--- config.mk ---
export PLATFORM = sky130hd
export DESIGN_NAME = alu_flag_unit
export DESIGN_NICKNAME = d
export VERILOG_FILES = /design/src/rtl/flagu_pkg.sv /design/src/rtl/flagu_status_calc.sv /design/src/rtl/flagu_store.sv /design/src/rtl/alu_flag_unit.sv
export SDC_FILE = /design/constraint.sdc
export NUM_CORES = 1
export LEC_CHECK = 0
export ABC_AREA = 1
export BUFFER_PORTS_ARGS = -buffer_cell sky130_fd_sc_hd__clkbuf_2
export CORE_MARGIN = 2
export CORE_UTILIZATION = 36
export CTS_BUF_LIST = sky130_fd_sc_hd__clkbuf_2
export DETAILED_ROUTE_END_ITERATION = 10
export PLACE_DENSITY = 0.91
export SLEW_MARGIN = 25
export SYNTH_ARGS = -nofsm -noshare
export SYNTH_HDL_FRONTEND = slang
export SYNTH_SLANG_ARGS = --single-unit
--- constraint.sdc ---
create_clock -name clk -period 2.56 [get_ports clk]
set_clock_uncertainty 0.2 [all_clocks]
set_input_delay 0.256 -clock clk [delete_from_list [all_inputs] [get_ports clk]]
set_output_delay 0.256 -clock clk [all_outputs]
set_load 0.1 [all_outputs]
--- src/rtl/flagu_pkg.sv ---
package flagu_pkg;

    localparam int FLAG_W = 16;

    localparam int POS_CF  = 0;
    localparam int POS_PF  = 2;
    localparam int POS_AF  = 4;
    localparam int POS_ZF  = 6;
    localparam int POS_SF  = 7;
    localparam int POS_TF  = 8;
    localparam int POS_IE  = 9;
    localparam int POS_DF  = 10;
    localparam int POS_OF  = 11;

    localparam int CTL_N   = 3;

    typedef enum logic [1:0] {
        OP_ADD   = 2'd0,
        OP_SUB   = 2'd1,
        OP_LOGIC = 2'd2,
        OP_HOLD  = 2'd3
    } op_e;

    typedef struct packed {
        logic cf;
        logic pf;
        logic af;
        logic zf;
        logic sf;
        logic of;
    } status_t;

    function automatic logic [FLAG_W-1:0] pack_flags(input status_t s,
                                                     input logic [CTL_N-1:0] c);
        logic [FLAG_W-1:0] w;
        w          = '0;
        w[POS_CF]  = s.cf;
        w[POS_PF]  = s.pf;
        w[POS_AF]  = s.af;
        w[POS_ZF]  = s.zf;
        w[POS_SF]  = s.sf;
        w[POS_OF]  = s.of;
        w[POS_TF]  = c[0];
        w[POS_IE]  = c[1];
        w[POS_DF]  = c[2];
        return w;
    endfunction

endpackage

--- src/rtl/flagu_status_calc.sv ---
module flagu_status_calc
    import flagu_pkg::*;
#(
    parameter int DATA_W = 16
) (
    input  op_e               op,
    input  logic              word_mode,
    input  logic [DATA_W-1:0] a,
    input  logic [DATA_W-1:0] b,
    input  logic [DATA_W-1:0] res,
    input  logic              carry_in,
    output status_t           nxt
);
    localparam int BYTE_W = DATA_W / 2;
    localparam int NIB    = BYTE_W / 2;

    logic a_s, b_s, r_s, zero_w, zero_b, ovf_add, ovf_sub, nib_c;

    always_comb begin
        a_s     = word_mode ? a[DATA_W-1]   : a[BYTE_W-1];
        b_s     = word_mode ? b[DATA_W-1]   : b[BYTE_W-1];
        r_s     = word_mode ? res[DATA_W-1] : res[BYTE_W-1];
        zero_w  = (res == '0);
        zero_b  = (res[BYTE_W-1:0] == '0);
        ovf_add = (a_s == b_s) && (r_s != a_s);
        ovf_sub = (a_s != b_s) && (r_s != a_s);
        nib_c   = a[NIB] ^ b[NIB] ^ res[NIB];

        nxt.pf  = ~^res[BYTE_W-1:0];
        nxt.zf  = word_mode ? zero_w : zero_b;
        nxt.sf  = r_s;
        case (op)
            OP_ADD: begin
                nxt.cf = carry_in;
                nxt.af = nib_c;
                nxt.of = ovf_add;
            end
            OP_SUB: begin
                nxt.cf = carry_in;
                nxt.af = nib_c;
                nxt.of = ovf_sub;
            end
            default: begin
                nxt.cf = 1'b0;
                nxt.af = 1'b0;
                nxt.of = 1'b0;
            end
        endcase
    end

endmodule

--- src/rtl/flagu_store.sv ---
module flagu_store
    import flagu_pkg::*;
(
    input  logic             clk,
    input  logic             rst,
    input  op_e              op,
    input  logic             stat_we,
    input  logic             carry_in,
    input  status_t          stat_nxt,
    input  logic [CTL_N-1:0] ctl_we,
    input  logic [CTL_N-1:0] ctl_wdata,
    output status_t          stat_q,
    output logic [CTL_N-1:0] ctl_q
);
    logic load;
    assign load = stat_we && (op != OP_HOLD);

    always_ff @(posedge clk) begin
        if (rst)       stat_q <= '0;
        else if (load) stat_q <= stat_nxt;
    end

    for (genvar i = 0; i < CTL_N; i++) begin : g_ctl
        always_ff @(posedge clk) begin
            if (rst)            ctl_q[i] <= 1'b0;
            else if (ctl_we[i]) ctl_q[i] <= ctl_wdata[i];
        end

        assert_ctl_keep_R8: assert property (@(posedge clk) disable iff (rst)
            !ctl_we[i] |=> $stable(ctl_q[i]));
        assert_ctl_load_R8: assert property (@(posedge clk) disable iff (rst)
            ctl_we[i] |=> ctl_q[i] == $past(ctl_wdata[i]));
    end

    assert_status_hold_R10: assert property (@(posedge clk) disable iff (rst)
        (!stat_we || op == OP_HOLD) |=> $stable(stat_q));
    assert_logic_clear_R9: assert property (@(posedge clk) disable iff (rst)
        (stat_we && op == OP_LOGIC) |=> (!stat_q.cf && !stat_q.of && !stat_q.af));
    assert_carry_follow_R2: assert property (@(posedge clk) disable iff (rst)
        (stat_we && (op == OP_ADD || op == OP_SUB)) |=> stat_q.cf == $past(carry_in));
    assert_zero_not_neg_R5: assert property (@(posedge clk) disable iff (rst)
        stat_q.zf |-> !stat_q.sf);

endmodule

--- src/rtl/alu_flag_unit.sv ---
module alu_flag_unit
    import flagu_pkg::*;
#(
    parameter int DATA_W = 16
) (
    input  logic                  clk,
    input  logic                  rst,
    input  logic [1:0]            op_class,
    input  logic                  word_mode,
    input  logic [DATA_W-1:0]     opnd_a,
    input  logic [DATA_W-1:0]     opnd_b,
    input  logic [DATA_W-1:0]     alu_result,
    input  logic                  alu_carry,
    input  logic                  stat_we,
    input  logic [2:0]            ctl_we,
    input  logic [2:0]            ctl_wdata,
    output logic [15:0]           flags_q
);
    op_e              op;
    status_t          stat_nxt;
    status_t          stat_q;
    logic [CTL_N-1:0] ctl_q;

    assign op = op_e'(op_class);

    flagu_status_calc #(.DATA_W(DATA_W)) u_calc (
        .op        (op),
        .word_mode (word_mode),
        .a         (opnd_a),
        .b         (opnd_b),
        .res       (alu_result),
        .carry_in  (alu_carry),
        .nxt       (stat_nxt)
    );

    flagu_store u_store (
        .clk       (clk),
        .rst       (rst),
        .op        (op),
        .stat_we   (stat_we),
        .carry_in  (alu_carry),
        .stat_nxt  (stat_nxt),
        .ctl_we    (ctl_we),
        .ctl_wdata (ctl_wdata),
        .stat_q    (stat_q),
        .ctl_q     (ctl_q)
    );

    assign flags_q = pack_flags(stat_q, ctl_q);

    assert_dead_bits_R1: assert property (@(posedge clk) disable iff (rst)
        (flags_q & 16'hF02A) == 16'h0000);

endmodule

; ---- Yosys cells after proc, flatten, opt, wreduce, memory -nomap -nowiden
; Index checks and enable logic that the tools add are counted.
[op_classes]
eq_ne = 5
bitwise_logic = 2
mux = 7
n_reduce_logical = 8
[op_table]
columns = op, n
row1 = 16-bit zero test, 1
row2 = 8-bit zero test, 1
row3 = 8-bit XNOR reduction, 1
row4 = 1-bit two-way mux, 6
row5 = 1-bit logical AND, 3
row6 = 2-bit by 1-bit == test with 1-bit output (second input constant), 1
row7 = 2-bit zero test, 1
row8 = 1-bit inequality test, 2
row9 = 2-bit inequality test (second input constant), 1
row10 = 1-bit case mux with 2 select lines, 1
row11 = 2-bit OR reduction, 1
row12 = 1-bit XOR, 2
row13 = 1-bit == test, 1
[word_totals]
elab_cells = 31
output_inout_bits = 16
regBits = 9

; ---- Depth between registers and ports, before layout
; Gate-level depths: netlist (run 1).
[depth]
ltp_word = 4
ltp_mapped = 8
depth_no_buf = 8

; ---- Cells and area by module
; Synthesis (run 1) repeated with hierarchy kept, for this count alone.
[hier_totals]
cells_unflattened = 114
hier_area_um2 = 749.5
[modules_own_cells]
columns = mod, cells_each, seq_area_each_um2, area_per_inst_um2, n_inst
row1 = flagu_store, 52, 180.2, 404.1, 1
row2 = flagu_status_calc, 54, 0.0, 289.0, 1
row3 = alu_flag_unit, 8, 0.0, 56.3, 1

; ---- Worst setup path before layout (run 1)
; OpenSTA, ideal clock, no wires.
[synth_timing]
kind = flip-flop to flip-flop
start = register u_store.stat_q[0] (netlist name)
end = register u_store.stat_q[0] (netlist name)
stages_incl_launch_ff = 3
arrival_time_ns = 1.226
n_path_buf = 0
synth_period_minus_slack_ns = 1.493
path_slack_ns = 1.067
cell_sequence = dfxtp_1 > nand2_1 > a21oi_2

; ---- Worst setup path in the final report (run 1)
[layout_timing]
start = register u_store.stat_q[4] (netlist name)
end = output port flags_q[2]
[layout_lines]
columns = element, line
row1 = "end, declared", alu_flag_unit.sv:17  ; output logic [15:0] flags_q
; No word-level cell between the ends.

==> results of run 1 <==
==> synthesized netlist by cell type, types with 3 or more instances <==
master,n
nand2_1,22
inv_1,14
nor2_1,12
dfxtp_1,9
buf_4,7
a21oi_1,4
ha_1,4
nand3_1,4
xnor2_1,4
mux2i_1,3
nand2_2,3
==> kinds of logic after synthesis <==
group           share of synthesized area (%)
fa+ha+maj                                7.78
mux                                      4.67
compound gates                           7.78
flops                                    28.0
xor+xnor                                 6.81
other cells                             0.583
buf+inv                                  17.5
simple gates                             26.8
==> metal layers <==
layer	track usage (%)	part of all wire, %	vias up
met1	15.0	38	289
met3	0.392	4.9	0
met4	6.86	0	0
met5	0	0	-
li1	-	-	362
met2	26.9	57	25
==> sequential cells by signal, indices dropped and copies added, names as in the netlist <==
register and cells:
u_store.stat_q 6, u_store.ctl_q 3
==> worst max-delay path by stage <==
stage | end | slack (ns) | cells after the start
floorplan | u_store.stat_q[0] | 1.07 | 2
global placement | u_store.stat_q[4] | 1.15 | 7
detailed placement | u_store.stat_q[4] | 1.12 | 7
CTS | flags_q[2] | 1.03 | 1
global route | flags_q[2] | 1.0 | 1
finish | flags_q[2] | 1.03 | 1
==> area by class of cell <==
cell class / instances / area share (%)
multi-input combinational: 68 / 42.6
timing repair buffer: 43 / 24.6
sequential: 9 / 20.6
inverter: 15 / 6.43
tap: 25 / 3.57
clock buffer: 4 / 2.29
==> report_power, final <==
part / internal (uW) / switching [uW]
Clock: 41.5 / 51.4
Combinational: 51.0 / 145
Sequential: 148 / 4.28
Total: 240 / 201
==> per-stage QoR <==
stage | power (uW) | worst slack [ns] | util (%)
finish | 441 | 1.03 | 51.3
global route | 462 | 0.996 | 51.3
CTS | 444 | 1.03 | 51.3
detailed placement | 352 | 1.12 | 50.1
global placement | 348 | 1.15 | 50.1
floorplan | 317 | 1.07 | -
==> results.cfg, run 1 <==
[pwr]
p_leak_uw = 0.000531
vdd_drop_max_uv = 204
power-per-cell-area_mw_per_mm2 = 504

[clock_tree]
postCtsResizedCells = 0
clk_pin_slew_ns = 0.09
cts_tree = built
post-cts-setup-buffer-count = 0
numCtsBuffers = 3
root_buffer = clkbuf_2
cts_buffer_depth = 2
hold_buffers = 0
clock_tree.htree_level_count = 1
clk_latency_ns = 0.24
numClockSinks = 9

[cells_and_area]
final_common_cell = clkbuf_2
finish.instance_area_um2 = 876
n_antenna_cell = 0
layout_common_cells = clkbuf_2, nand2_1, inv_1
final_cells = 164
multiInputGateArea_um2 = 373
regArea_um2 = 180
drive_above_1_share_pct = 38.1
num-fill-cells = 174
areaGrowthSynthToFinish_pct = 36.2
final_nets = 205

[global_routing]
grt_overflow = 0
grt_pass1_vias = 630
grt_max_degree = 10
gr-usage-all-layers_pct = 13.9
grt_pass1_wl_um = 2240
antenna_found_initial = 0

[sta]
drv_slew = 0
setup_viol = 0
setup_tns_ns = 0
fin_hold_ws_ns = 0.0372
finalHoldViolations = 0
tightest_slew_ns = 0.549
fin_crit_ns = 1.53
max_freq_mhz = 653
slew_headroom_pct = 63.5
rsz0062_at_grt = false
post-route-period-util_pct = 59.8

[logic_synthesis]
yosysTopAreaCell = dfxtp_1
synth_edf_count = 0
ys_seq_area_share_pct = 28.0
syn_area_um2 = 643
async_flop_share_pct = 0
synthTopCellsByArea = dfxtp_1, nand2_1, buf_4, inv_1, ha_1
netlist-cell-type-count = 19
syn-mean-instance-area_um2 = 6.84
yosys_most_used_dff = dfxtp_1
netlist_instances = 94
ys_warn_count = 0
synth-seq-cells = 9
synth.top_cell.area_share_pct = 28.0

[floorplan]
die_area_mm2 = 0.00214
num_rows = 15
start_util_pct = 37.7
num_io_pins = 77
die_x_um = 46.3
die_height_um = 46.3
core_area_mm2 = 0.00171

[place]
port_buffers = 43
dp_hpwl_um = 1190
dpl.cell_count = 160
routabilityCongestion = 0.688
dpl-instance-area_um2 = 856

[worst_setup_path]
rr_endpoint = u_store.stat_q[4]
crit_slowest_cell = clkbuf_2
cpLargestDelayFamily = buffers and inverters
crit_path_end_kind = primary output
startpoint = u_store.stat_q[4]
worstPathCellList = clkbuf_2
cp-start-kind = register
required_ns = 2.10
worstPathMaxFanout = 2
slowest_delay_ns = 0.47
reg2reg_from = u_store.stat_q[4]
cp.arrival_ns = 1.07
criticalPathCategory = reg -> out
ff2ff_setup_slack_ns = 1.67
crit_buf_inv = 1
r2r_cells = 4

[routing]
wl_um = 1340
vias_per_cell = 4.12
routedWlPerCell_um = 8.16
drc_errors = 0
drtIter0Drc = 20
routed-via-count = 676
firstDrtPassIters = 4
final_antenna_net_count = 0

[hold_path]
hold_depth = 3
whs_endpoint = u_store.stat_q[5]
holdCritStartpoint = alu_carry
hp-class = in -> reg

[run_status]
status = complete, no violations

[run]
cap_violations = 0
(Power assumes the default switching activity.)
==> run 2, diff against run 1 <==
- CORE_UTILIZATION: 36 -> 30
- PLACE_DENSITY: 0.91 -> 0.81
- clock period: 2.56 -> 1.4 ns (I/O delays scaled with it)
==> results.cfg, run 2 (same netlist as run 1, synthesis figures left out) <==
[routing]
wl_um = 1560
firstDrtPassIters = 4
final_antenna_net_count = 0
drc_errors = 0
drtIter0Drc = 6
routedWlPerCell_um = 8.94
routed-via-count = 706
vias_per_cell = 4.06

[floorplan]
die_area_mm2 = 0.00253
core_area_mm2 = 0.00200
num_rows = 16
start_util_pct = 32.1
die_height_um = 50.3
die_x_um = 50.3
num_io_pins = 77

[place]
dpl.cell_count = 162
dp_hpwl_um = 1330
routabilityCongestion = 0.710
port_buffers = 43
dp_slack_ns = 0.0925

[global_routing]
antenna_found_initial = 0
grt_overflow = 0
grt_pass1_wl_um = 2530
gr-usage-all-layers_pct = 13.1
grt_pass1_vias = 655
grt_max_degree = 10

[worst_setup_path]
cp-start-kind = register
crit_path_end_kind = primary output
crit_slowest_cell = dfxtp_2
worstPathCellList = buf_12
cp.arrival_ns = 0.81
required_ns = 1.06
slowest_delay_ns = 0.38
cpLargestDelayFamily = flip-flops
criticalPathCategory = reg -> out
crit_buf_inv = 1
worstPathMaxFanout = 2

[clock_tree]
cts_buffer_depth = 2
clk_latency_ns = 0.25
post-cts-setup-buffer-count = 0
numClockSinks = 9
postCtsResizedCells = 0
clk_pin_slew_ns = 0.10
root_buffer = clkbuf_2
cts_tree = built
hold_buffers = 8
numCtsBuffers = 3
clock_tree.htree_level_count = 1

[cells_and_area]
largest_reg_flops = 6
regArea_um2 = 191
areaGrowthSynthToFinish_pct = 71.8
n_antenna_cell = 0
regMostFlops = u_store.stat_q
final_common_cell = clkbuf_2
layout_common_cells = clkbuf_2, nand2_1, inv_1
biggestRegsByFlops = u_store.stat_q x6, u_store.ctl_q x3
num-fill-cells = 185
multiInputGateArea_um2 = 373
final_cells = 174
final_nets = 213
drive_above_1_share_pct = 42.2
final_util_pct = 55.2

[run]
cap_violations = 0

[sta]
setup_slack_ns = 0.249
drv_slew = 0
fin_hold_ws_ns = 0.0178
setup_tns_ns = 0
post-route-period-util_pct = 82.2
finalHoldViolations = 0
max_freq_mhz = 869
rsz0062_at_grt = false
fin_crit_ns = 1.15
setup_viol = 0

[pwr]
vdd_drop_max_uv = 400
power-per-cell-area_mw_per_mm2 = 802
p_leak_uw = 0.000603

[hold_path]
hp-class = in -> reg

[run_status]
status = complete, no violations
run 2: cell type report:
type	instances	area share [%]
Clock buffer	4	1.81
Inverter	15	5.10
Multi-Input combinational cell	68	33.7
Timing Repair Buffer	51	39.0
Sequential cell	9	17.3
Tap cell	27	3.06
run 2: final timing paths:
path                     start                end  slack [ns]  cells past startpoint
max           u_store.ctl_q[2]        flags_q[10]        0.25                      1
min                op_class[0]  u_store.stat_q[1]        0.02                      4
max reg2reg  u_store.stat_q[4]  u_store.stat_q[4]        0.50                      4
min reg2reg  u_store.stat_q[5]  u_store.stat_q[5]        0.29                      2
run 2: power by group:
group	leakage (uW)	switching (uW)	internal, uW	total [uW]
clock	0.0000166	99.6	75.9	175
sequential	0.0000774	15.4	273	289
combinational	0.000509	271	151	422
total	0.000603	386	500	886
run 2: metal layers:
metal  part of all wire, %  up-vias  GRT usage (%)  routed length (um)
met5                     0        -              0                   0
met4                  0.51        0           6.76                   8
met3                   5.7        2           3.27                  88
met2                    56       26           25.2                 865
met1                    38      300           12.8                 593
li1                      -      378              -                   -
run 2: stage by stage:
stage / instance area, um^2 / power [uW]
after floorplan: 677 / 583
after global routing: 1100 / 934
after global placement: 1000 / 693
after detailed placement: 1000 / 702
final: 1100 / 886
after CTS: 1100 / 892
==> run 3, diff against run 2 <==
- clock period: 1.4 -> 1 ns (I/O delays scaled with it)
==> results.cfg, run 3 (same netlist as run 1, synthesis figures left out) <==
[run_status]
status = complete, but fails checks
violations = hold timing, setup timing

[pwr]
pwr-share-clk_pct = 18.3
p_int_uw = 727
p_seq_share_pct = 30.2
power_uw = 1290
power-per-cell-area_mw_per_mm2 = 1050
vdd_drop_max_uv = 695
p_switching_uw = 560
switching_share_pct = 43.5
combPwrFrac_pct = 51.5
p_leak_uw = 0.000628

[routing]
routedWlPerCell_um = 9.40
drtIter0Drc = 8
drc_errors = 0
routed-via-count = 741
final_antenna_net_count = 0
vias_per_cell = 4.21
firstDrtPassIters = 2
wl_um = 1650

[cells_and_area]
layout_common_cells = clkbuf_2, nand2_1, nor2_1
largest_reg_flops = 6
final_nets = 215
n_antenna_cell = 0
num-fill-cells = 179
finish.instance_area_mm2 = 0.00123
final_common_cell = clkbuf_2
areaGrowthSynthToFinish_pct = 90.9
drive_above_1_share_pct = 55.7
regMostFlops = u_store.stat_q
biggestRegsByFlops = u_store.stat_q x6, u_store.ctl_q x3

[place]
dpl-instance-area_mm2 = 0.00116
dp_hpwl_um = 1470
routabilityCongestion = 0.736
port_buffers = 43

[worst_setup_path]
worstPathCellList = buf_12
slowest_delay_ns = 0.38
cp-start-kind = register
cp.arrival_ns = 0.79
cpLargestDelayFamily = flip-flops
crit_buf_inv = 1
crit_slowest_cell = dfxtp_4
crit_path_end_kind = primary output
worstPathMaxFanout = 2
required_ns = 0.70
criticalPathCategory = reg -> out

[floorplan]
start_util_pct = 32.1
num_io_pins = 77
die_area_mm2 = 0.00253
num_rows = 16
core_area_mm2 = 0.00200
die_x_um = 50.3
die_height_um = 50.3

[clock_tree]
numClockSinks = 9
clock_tree.htree_level_count = 1
cts_tree = built
clk_pin_slew_ns = 0.09
numCtsBuffers = 3
hold_buffers = 3
clk_latency_ns = 0.25
cts_buffer_depth = 2
root_buffer = clkbuf_2

[global_routing]
grt_pass1_wl_um = 2750
grt_overflow = 0
gr-usage-all-layers_pct = 14.5
grt_pass1_vias = 735
antenna_found_initial = 0
grt_max_degree = 10

[sta]
max_freq_mhz = 914
setup_viol = 10
fin_crit_ns = 1.09
finalHoldViolations = 8
drv_slew = 0
post-route-period-util_pct = 109
fin_hold_ws_ns = -0.0851
setup_slack_ns = -0.0946
rsz0062_at_grt = true

[hold_path]
hp-class = in -> reg

[run]
cap_violations = 0
## run 3: worst paths after layout
path                                        start                end  slack, ns  cells after the start
worst min register to register  u_store.stat_q[2]  u_store.stat_q[2]       0.31                      2
worst min-delay path                    ctl_we[2]   u_store.ctl_q[2]      -0.09                      3
worst max-delay path             u_store.ctl_q[1]         flags_q[9]      -0.09                      1
worst max register to register   u_store.ctl_q[1]   u_store.ctl_q[1]          0                      3
## run 3: power groups by stage
stage | sequential (uW) | clock, uW | combinational, uW
global route | 391 | 268 | 703
floorplan | 529 | 0 | 319
detailed placement | 397 | 0 | 652
global placement | 396 | 0 | 631
CTS | 388 | 247 | 670
finish | 389 | 236 | 663
## run 3: timing repair
item / 4_1_cts / 5_1_grt
hold endpoints to repair: 8 / 8
gates cloned: 0 / 0
buffers inserted: 2 / 0
setup endpoints to repair: 10 / 11
gates resized for setup: 1 / 1
## run 3: routing by layer
metal	vias up	wire length [um]	track usage [%]
met2	27	997	30.9
met3	6	84	3.57
li1	386	-	-
met5	-	0	0
met4	0	45	8.11
met1	322	527	11.3
## run 3: tightest hold or removal path, stage by stage
cell	delay, ns
clkbuf_2	0.08
mux2i_1	0.07
nor2_1	0.07
## run 3: area by class of cell
type,count,area [um^2],area share (%)
timing repair buffer,53,435,35.5
multi-input combinational,68,438,35.7
inverter,15,86.3,7.03
sequential,9,214,17.4
clock buffer,4,20.0,1.63
tap,27,33.8,2.75
## run 3: metrics by stage
stage	worst slack (ns)	hold slack (ns)	instances	util, %	setup TNS (ns)
floorplan	-0.0523	0.0323	100	-	-0.0660
global placement	-0.255	0.126	167	57.9	-0.382
detailed placement	-0.303	0.137	167	57.9	-0.543
CTS	-0.103	-0.0952	176	61.3	-0.864
global route	-0.133	-0.0919	176	61.3	-1.18
finish	-0.0946	-0.0851	176	61.3	-0.761
